**config.mk**
```make
export PLATFORM = sky130hd
export DESIGN_NAME = slot_status_regs
export DESIGN_NICKNAME = d
export VERILOG_FILES = /design/src/rtl/cdet_pkg.sv /design/src/rtl/slot_idx_decode.sv /design/src/rtl/slot_card_flag.sv /design/src/rtl/slot_read_mux.sv /design/src/rtl/slot_status_regs.sv
export SDC_FILE = /design/constraint.sdc
export NUM_CORES = 1
export LEC_CHECK = 0
export BUFFER_PORTS_ARGS = -buffer_cell sky130_fd_sc_hd__buf_2
export CAP_MARGIN = 0
export CELL_PAD_IN_SITES_DETAIL_PLACEMENT = 0
export CELL_PAD_IN_SITES_GLOBAL_PLACEMENT = 1
export CORE_UTILIZATION = 13
export CTS_BUF_LIST = sky130_fd_sc_hd__clkbuf_2 sky130_fd_sc_hd__clkbuf_4 sky130_fd_sc_hd__clkbuf_8
export CTS_CLUSTER_DIAMETER = 120
export DETAILED_ROUTE_END_ITERATION = 10
export PLACE_DENSITY_LB_ADDON = 0.1
export SYNTH_ARGS = -nofsm -noshare
export SYNTH_HDL_FRONTEND = slang
export SYNTH_SLANG_ARGS = --single-unit
```
**constraint.sdc**
```tcl
create_clock -name clk -period 2.5 [get_ports clk]
set_clock_uncertainty 0.05 [all_clocks]
set_input_delay 0.25 -clock clk [delete_from_list [all_inputs] [get_ports clk]]
set_output_delay 0.25 -clock clk [all_outputs]
set_load 0.005 [all_outputs]
```
**src/rtl/cdet_pkg.sv**
```systemverilog
package cdet_pkg;

    localparam int DATA_W   = 32;
    localparam int WP_POS   = 0;   // live write-protect view in status word
    localparam int CARD_POS = 3;   // sticky card flag in status word

    typedef enum logic [1:0] {
        SEL_ID     = 2'd0,
        SEL_FLASH  = 2'd1,
        SEL_STATUS = 2'd2,
        SEL_DECODE = 2'd3
    } reg_sel_e;

    typedef struct packed {
        logic     hit;   // index falls inside the four-word window
        reg_sel_e sel;
    } idx_dec_t;

    typedef struct packed {
        logic clear_req;  // status write carrying the clear bit
        logic stat_wr;    // any write to the status word
    } wr_req_t;

    function automatic logic [DATA_W-1:0] status_word(input logic wp_level,
                                                      input logic card_flag);
        logic [DATA_W-1:0] w;
        w           = '0;
        w[WP_POS]   = ~wp_level;
        w[CARD_POS] = card_flag;
        return w;
    endfunction

endpackage

```
**src/rtl/slot_idx_decode.sv**
```systemverilog
module slot_idx_decode
    import cdet_pkg::*;
#(
    parameter int IDX_W = 4
) (
    input  logic [IDX_W-1:0]  reg_idx,
    input  logic              wr_en,
    input  logic [DATA_W-1:0] wr_data,
    output idx_dec_t          dec,
    output wr_req_t           req
);
    localparam int HI_W = IDX_W - 2;

    logic unused_wdata;
    assign unused_wdata = ^wr_data;

    always_comb begin
        dec.hit = (reg_idx[IDX_W-1:2] == {HI_W{1'b0}});
        dec.sel = reg_sel_e'(reg_idx[1:0]);
        req.stat_wr   = wr_en && dec.hit && (dec.sel == SEL_STATUS);
        req.clear_req = req.stat_wr && wr_data[CARD_POS];
    end

endmodule

```
**src/rtl/slot_card_flag.sv**
```systemverilog
module slot_card_flag
    import cdet_pkg::*;
(
    input  logic    clk,
    input  logic    rst,
    input  logic    cdet_in,
    input  wr_req_t req,
    output logic    flag_q
);
    logic flag_d;

    always_comb begin
        flag_d = flag_q;
        if (req.clear_req) flag_d = 1'b0;
        if (cdet_in)       flag_d = 1'b1;   // set wins over clear
    end

    always_ff @(posedge clk) begin
        if (rst) flag_q <= 1'b0;
        else     flag_q <= flag_d;
    end

endmodule

```
**src/rtl/slot_read_mux.sv**
```systemverilog
module slot_read_mux
    import cdet_pkg::*;
#(
    parameter logic [31:0] ID_VAL     = 32'h0000_0000,
    parameter logic [31:0] FLASH_VAL  = 32'h0000_0000,
    parameter logic [31:0] DECODE_VAL = 32'h0000_0000
) (
    input  idx_dec_t          dec,
    input  logic              wprot_in,
    input  logic              flag_q,
    output logic [DATA_W-1:0] rd_data
);
    logic [DATA_W-1:0] words [4];

    for (genvar g = 0; g < 4; g++) begin : g_word
        if (g == int'(SEL_STATUS)) begin : g_stat
            assign words[g] = status_word(wprot_in, flag_q);
        end else if (g == int'(SEL_ID)) begin : g_id
            assign words[g] = ID_VAL;
        end else if (g == int'(SEL_FLASH)) begin : g_fl
            assign words[g] = FLASH_VAL;
        end else begin : g_dc
            assign words[g] = DECODE_VAL;
        end
    end

    always_comb begin
        rd_data = '0;
        if (dec.hit) rd_data = words[dec.sel];
    end

endmodule

```
**src/rtl/slot_status_regs.sv**
```systemverilog
module slot_status_regs
    import cdet_pkg::*;
#(
    parameter int          IDX_W      = 4,
    parameter logic [31:0] ID_VAL     = 32'h4C0D_0310,
    parameter logic [31:0] FLASH_VAL  = 32'h0000_0000,
    parameter logic [31:0] DECODE_VAL = 32'h0000_0011
) (
    input  logic             clk,
    input  logic             rst,
    input  logic [IDX_W-1:0] reg_idx,
    input  logic             wr_en,
    input  logic [31:0]      wr_data,
    output logic [31:0]      rd_data,
    input  logic             wprot_in,
    input  logic             cdet_in,
    output logic             card_irq
);
    idx_dec_t dec;
    wr_req_t  req;
    logic     flag_q;

    slot_idx_decode #(.IDX_W(IDX_W)) i_dec (
        .reg_idx (reg_idx),
        .wr_en   (wr_en),
        .wr_data (wr_data),
        .dec     (dec),
        .req     (req)
    );

    slot_card_flag i_flag (
        .clk     (clk),
        .rst     (rst),
        .cdet_in (cdet_in),
        .req     (req),
        .flag_q  (flag_q)
    );

    slot_read_mux #(
        .ID_VAL     (ID_VAL),
        .FLASH_VAL  (FLASH_VAL),
        .DECODE_VAL (DECODE_VAL)
    ) i_rd (
        .dec      (dec),
        .wprot_in (wprot_in),
        .flag_q   (flag_q),
        .rd_data  (rd_data)
    );

    assign card_irq = flag_q;

endmodule

```
==> results of run 1 <==
## stage by stage
| stage | power (µW) | hold slack, ns |
|---|---|---|
| 2_1_floorplan | 61.4 | 0.265 |
| 3_3_place_gp | 50.2 | 0.373 |
| 3_5_place_dp | 49.8 | 0.371 |
| 4_1_cts | 49.8 | 0.371 |
| 5_1_grt | 55.2 | 0.390 |
| 6_report | 49.3 | 0.370 |
## synthesized netlist by cell type, drive strengths merged
cell type  number
and2            1
a211oi          1
ha              2
and4            1
nor2            2
and4b           1
buf            28
inv             2
conb            1
a2111oi         1
nor3            1
dfxtp           1
## path summary, 6_finish.rpt
check                           slack [ns]       endpoint
worst min-delay path                  0.37  i_flag.flag_q
worst min register to register        0.48  i_flag.flag_q
worst max register to register        1.81  i_flag.flag_q
worst max-delay path                  1.22     rd_data[8]
## per-layer routing
metal	global-route usage	vias up
met5	0	-
met4	0	0
met3	0.00580	0
met2	0.0654	20
met1	0.0307	92
li1	-	112
## critical path, cell delays in order
cell	delay (ns)
buf_2	0.12
nor2_1	0.20
and2_1	0.26
buf_2	0.15
## area by class of cell
class | count | area (µm²)
Timing Repair Buffer | 21 | 105
Fill cell | 282 | 1960
Tap cell | 28 | 35.0
Inverter | 2 | 7.51
Sequential cell | 1 | 20.0
Multi-Input combinational cell | 31 | 169
## logic make-up after synthesis
family,count (synthesis),share of synthesized area
DFF,1,0.0604
AOI/OAI and AO/OA,2,0.0830
other,1,0.0113
buffers and inverters,30,0.657
and+or+nand+nor,6,0.113
adders and majority gates,2,0.0755
## power groups by stage
stage / logic, µW / registers [µW] / clock network (µW)
6_report: 31.1 / 18.2 / 0
5_1_grt: 36.8 / 18.4 / 0
4_1_cts: 31.5 / 18.3 / 0
3_5_place_dp: 31.4 / 18.3 / 0
3_3_place_gp: 31.9 / 18.3 / 0
2_1_floorplan: 43.1 / 18.3 / 0
==> impl_metrics.csv, run 1 <==
group,metric,value,unit
run_status,run_status,"finished, final reports clean",
power_and_ir_drop,internal-power,30.0,µW
final_layout,final_layout_size_suffix_gt1_frac,0.418,
final_layout,post-route-cell-area,337,µm²
floorplanning,initial_utilization,0.144,
drt,routed_wl_met2,289,µm
drt,via_count,224,
run,max_cap_violations,0,
final_layout,fin_cells,83,
logic_synthesis,cells_after_synth,42,
setup_path,regToRegStartpoint,"i_flag.flag_q",
timing,grt_setup_unrepaired,"false",
global_routing,overflow,0,
floorplanning,die_area,0.00276,mm²
logic_synthesis,synth_area_leaders,"buf_4, ha_1, dfxtp_1",
setup_path,crit_path_max_fanout,8,
drt,met3WireLength,54,µm
power_and_ir_drop,clock_network_fraction_of_design_power,0,
placed_design,place.detailed.instances,83,
logic_synthesis,yosys.area.top_type,"buf_4",
clock_tree,cts.reportedPaths.clkPinSlew,0,ns
floorplanning,placement_rows,17,
drt,totalWireLength,485,µm
power_and_ir_drop,p_leak,0.000222,µW
global_routing,grt_pass1_vias,166,
clock_tree,cts_repair_resize_count,0,
min_path,hold_path.class,"in2reg",
global_routing,globalRouteTotalUtil,0.0304,
setup_path,end_kind,"output port",
floorplanning,die_width,52.5,µm
final_layout,number_of_diodes,0,
setup_path,cp.arrival,0.98,ns
global_routing,antenna_found_initial,0,
drt,drc_errors,0,
placed_design,place.port_buffers,21,
clock_tree,clk-insertion-delay-late,0,ns
setup_path,reg2reg_depth,2,
drt,m1_wl,141,µm
timing,layout_worst_path_cycle_share,0.511,
final_layout,reg.largest.list,"i_flag.flag_q: 1 flops",
placed_design,dp_hpwl,489,µm
logic_synthesis,syn_area,332,µm²
min_path,min_delay_path_depth,2,
drt,routed.top_layer,"met3",
logic_synthesis,synth_top_area_share,0.634,
logic_synthesis,synth.distinct_cells,12,
clock_tree,cts-hold-fix-buffers,0,
placed_design,placed_cell_area,337,µm²
drt,wl_per_cell,5.84,µm
placed_design,pre_cts_ws,1.18,ns
setup_path,criticalPathCategory,"in2out",
power_and_ir_drop,p_seq_frac,0.370,
timing,final_critical_path_setup_slack,1.22,ns
clock_tree,cts_setup_buffers,0,
final_layout,finish.utilization,0.147,
setup_path,critPathRequiredTime,2.20,ns
floorplanning,io-pin-count,74,
drt,drtPass1Iterations,1,
timing,fmax,0.783,GHz
timing,period_minus_slack,1.28,ns
drt,first_iter_violations,0,
power_and_ir_drop,switching_power,19.3,µW
final_layout,num-nets-final,100,
power_and_ir_drop,power.share.switching,0.391,
floorplanning,area_inside_the_core_boundary,0.00230,mm²
logic_synthesis,number_of_synthesized_register_bits,1,
final_layout,flow.area_growth_from_synthesis,1.51,%
final_layout,most-common-layout-cells,"conb_1, buf_2, inv_1, nor2_1, ha_1",
final_layout,largest_register,"i_flag.flag_q",
logic_synthesis,yosysSeqAreaShare,0.0604,
floorplanning,die_y,52.5,µm
logic_synthesis,synth-warning-count,0,
timing,timing.final.setup_violations,0,
setup_path,start_kind,"primary input",
global_routing,maximum_number_of_pins_on_one_net_before_global_route_repair,9,
power_and_ir_drop,comb_power_share,0.630,
timing,finalHoldViolCount,0,
min_path,holdCritStartpoint,"rst",
timing,setup_tns,0,ns
timing,timing.final.max_slew_violations,0,
setup_path,critical_path.startpoint,"reg_idx[3]",
power_and_ir_drop,pwr_density_cell,146,mW/mm²
global_routing,wire_length_of_the_first_global_routing_pass,655,µm
placed_design,gp_congestion,0.493,
final_layout,largest_register_ff_count,1,
drt,vias_per_cell,2.70,
drt,antenna_left,0,
logic_synthesis,avgSynthCellArea,7.89,µm²
power_and_ir_drop,ir_drop,57.4,µV
Note: power is estimated with default switching activity, not from simulation.
==> run 2, diff against run 1 <==
--- a/config.mk
+++ b/config.mk
@@ -9,7 +9,7 @@
 export CAP_MARGIN = 0
 export CELL_PAD_IN_SITES_DETAIL_PLACEMENT = 0
 export CELL_PAD_IN_SITES_GLOBAL_PLACEMENT = 1
-export CORE_UTILIZATION = 13
+export CORE_UTILIZATION = 12
 export CTS_BUF_LIST = sky130_fd_sc_hd__clkbuf_2 sky130_fd_sc_hd__clkbuf_4 sky130_fd_sc_hd__clkbuf_8
 export CTS_CLUSTER_DIAMETER = 120
 export DETAILED_ROUTE_END_ITERATION = 10
==> constraint.sdc (replaced) <==
create_clock -name clk -period 1.3 [get_ports clk]
set_clock_uncertainty 0.05 [all_clocks]
set_input_delay 0.13 -clock clk [delete_from_list [all_inputs] [get_ports clk]]
set_output_delay 0.13 -clock clk [all_outputs]
set_load 0.005 [all_outputs]
==> run 2 against run 1 <==
Against the previous run: combinational power rose by 99%; core utilization fell by 1.3 points; sequential cell count did not move; critical path depth did not move; via count rose by 2.7%; critical path type unchanged; final area rose by 0.74%; first-iteration DRC count did not move; sequential power rose by 92%; global-route usage fell by 0.19 points.
==> impl_metrics.csv, run 2 (same netlist as run 1, synthesis figures left out) <==
group,metric,value,unit
placed_design,placed_cell_area,339,µm²
clock_tree,cts_setup_buffers,0,
timing,grt_setup_unrepaired,"false",
setup_path,critical_path.startpoint,"reg_idx[3]",
final_layout,flow.area_growth_from_synthesis,2.26,%
drt,via_count,230,
drt,drc_errors,0,
setup_path,cp_common_cell,"buf_2",
final_layout,post-route-cell-area,339,µm²
setup_path,criticalPathCategory,"in2out",
clock_tree,cts.reportedPaths.clkPinSlew,0,ns
global_routing,overflow,0,
final_layout,number_of_diodes,0,
drt,vias_per_cell,2.71,
timing,timing.final.max_slew_violations,0,
drt,drtPass1Iterations,1,
drt,first_iter_violations,0,
floorplanning,initial_utilization,0.130,
global_routing,wire_length_of_the_first_global_routing_pass,634,µm
clock_tree,clk-insertion-delay-late,0,ns
final_layout,largest_register,"i_flag.flag_q",
final_layout,reg.largest.list,"i_flag.flag_q: 1 flops",
min_path,holdCritStartpoint,"rst",
global_routing,grt_pass1_vias,152,
timing,period_minus_slack,1.10,ns
timing,setup_tns,0,ns
floorplanning,die_y,54.6,µm
placed_design,dp_hpwl,486,µm
timing,timing.final.setup_violations,0,
power_and_ir_drop,pwr_density_cell,286,mW/mm²
final_layout,largest_register_ff_count,1,
timing,finalHoldViolCount,0,
setup_path,slowest_stage,"and2_1",
floorplanning,io-pin-count,74,
clock_tree,cts_repair_resize_count,0,
final_layout,final_layout_size_suffix_gt1_frac,0.418,
floorplanning,die_width,54.6,µm
power_and_ir_drop,fin_total_pwr,96.9,µW
global_routing,maximum_number_of_pins_on_one_net_before_global_route_repair,9,
setup_path,crit_path_max_fanout,8,
setup_path,critPathRequiredTime,1.12,ns
setup_path,cp.arrival,0.92,ns
timing,fmax,0.913,GHz
floorplanning,area_inside_the_core_boundary,0.00254,mm²
setup_path,regToRegStartpoint,"i_flag.flag_q",
final_layout,num-nets-final,100,
power_and_ir_drop,p_leak,0.000222,µW
setup_path,crit_path_cell_trace,"buf_2, nor2_1, and2_1, buf_2",
min_path,hold_path.class,"in2reg",
placed_design,gp_congestion,0.552,
power_and_ir_drop,ir_drop,199,µV
placed_design,place.port_buffers,21,
setup_path,end_kind,"output port",
floorplanning,die_area,0.00298,mm²
clock_tree,cts-hold-fix-buffers,0,
drt,antenna_left,0,
drt,totalWireLength,499,µm
final_layout,most-common-layout-cells,"conb_1, buf_2, inv_1, nor2_1, ha_1",
drt,wl_per_cell,5.87,µm
setup_path,slowest_delay,0.28,ns
global_routing,antenna_found_initial,0,
global_routing,globalRouteTotalUtil,0.0286,
run_status,run_status,"finished, final reports clean",
run,max_cap_violations,0,
setup_path,start_kind,"primary input",
floorplanning,placement_rows,18,
timing,layout_worst_path_cycle_share,0.843,
-- run 2: cell counts in the layout (fill, tap and decap cells not counted) --
Identical to the previous run, type by type.
-- run 2: final cells by class --
cell class | count | area [µm²]
fillers | 305 | 2210
inverters | 2 | 7.51
flip-flops and latches | 1 | 20.0
repair buffers | 21 | 105
well taps | 30 | 37.5
multi-input cells | 31 | 169
-- run 2: critical path: cells and delay by family --
kind                   cells  cell delay, ns
and+or+nand+nor            2            0.52
buffers and inverters      2            0.27
-- run 2: through the flow --
step | worst slack, ns | util | hold WS [ns] | instances
global placement | 0.206 | 0.133 | 0.245 | 85
detailed placement | 0.193 | 0.133 | 0.243 | 85
finish | 0.204 | 0.133 | 0.242 | 85
global route | 0.0622 | 0.133 | 0.244 | 85
floorplan | 0.366 | - | 0.145 | 62
CTS | 0.190 | 0.133 | 0.243 | 85
-- run 2: path summary, 6_finish.rpt --
path | depth (start not counted) | slack, ns | endpoint
setup / recovery | 4 | 0.20 | rd_data[27]
hold / removal | 2 | 0.24 | i_flag.flag_q
setup reg to reg | 2 | 0.63 | i_flag.flag_q
hold reg to reg | 2 | 0.48 | i_flag.flag_q
-- run 2: power by group --
part / leakage (µW) / internal (µW) / switching (µW)
combinational: 0.000214 / 24.2 / 37.8
clock: 0 / 0 / 0
sequential: 0.00000839 / 33.6 / 1.25
total: 0.000222 / 57.8 / 39.1
-- run 2: metal layers --
layer | vias up | share of wire | global-route usage
met3 | 0 | 0.17 | 0.00278
li1 | 112 | - | -
met4 | 0 | 0 | 0
met1 | 93 | 0.47 | 0.0470
met5 | - | 0 | 0
met2 | 25 | 0.36 | 0.0407
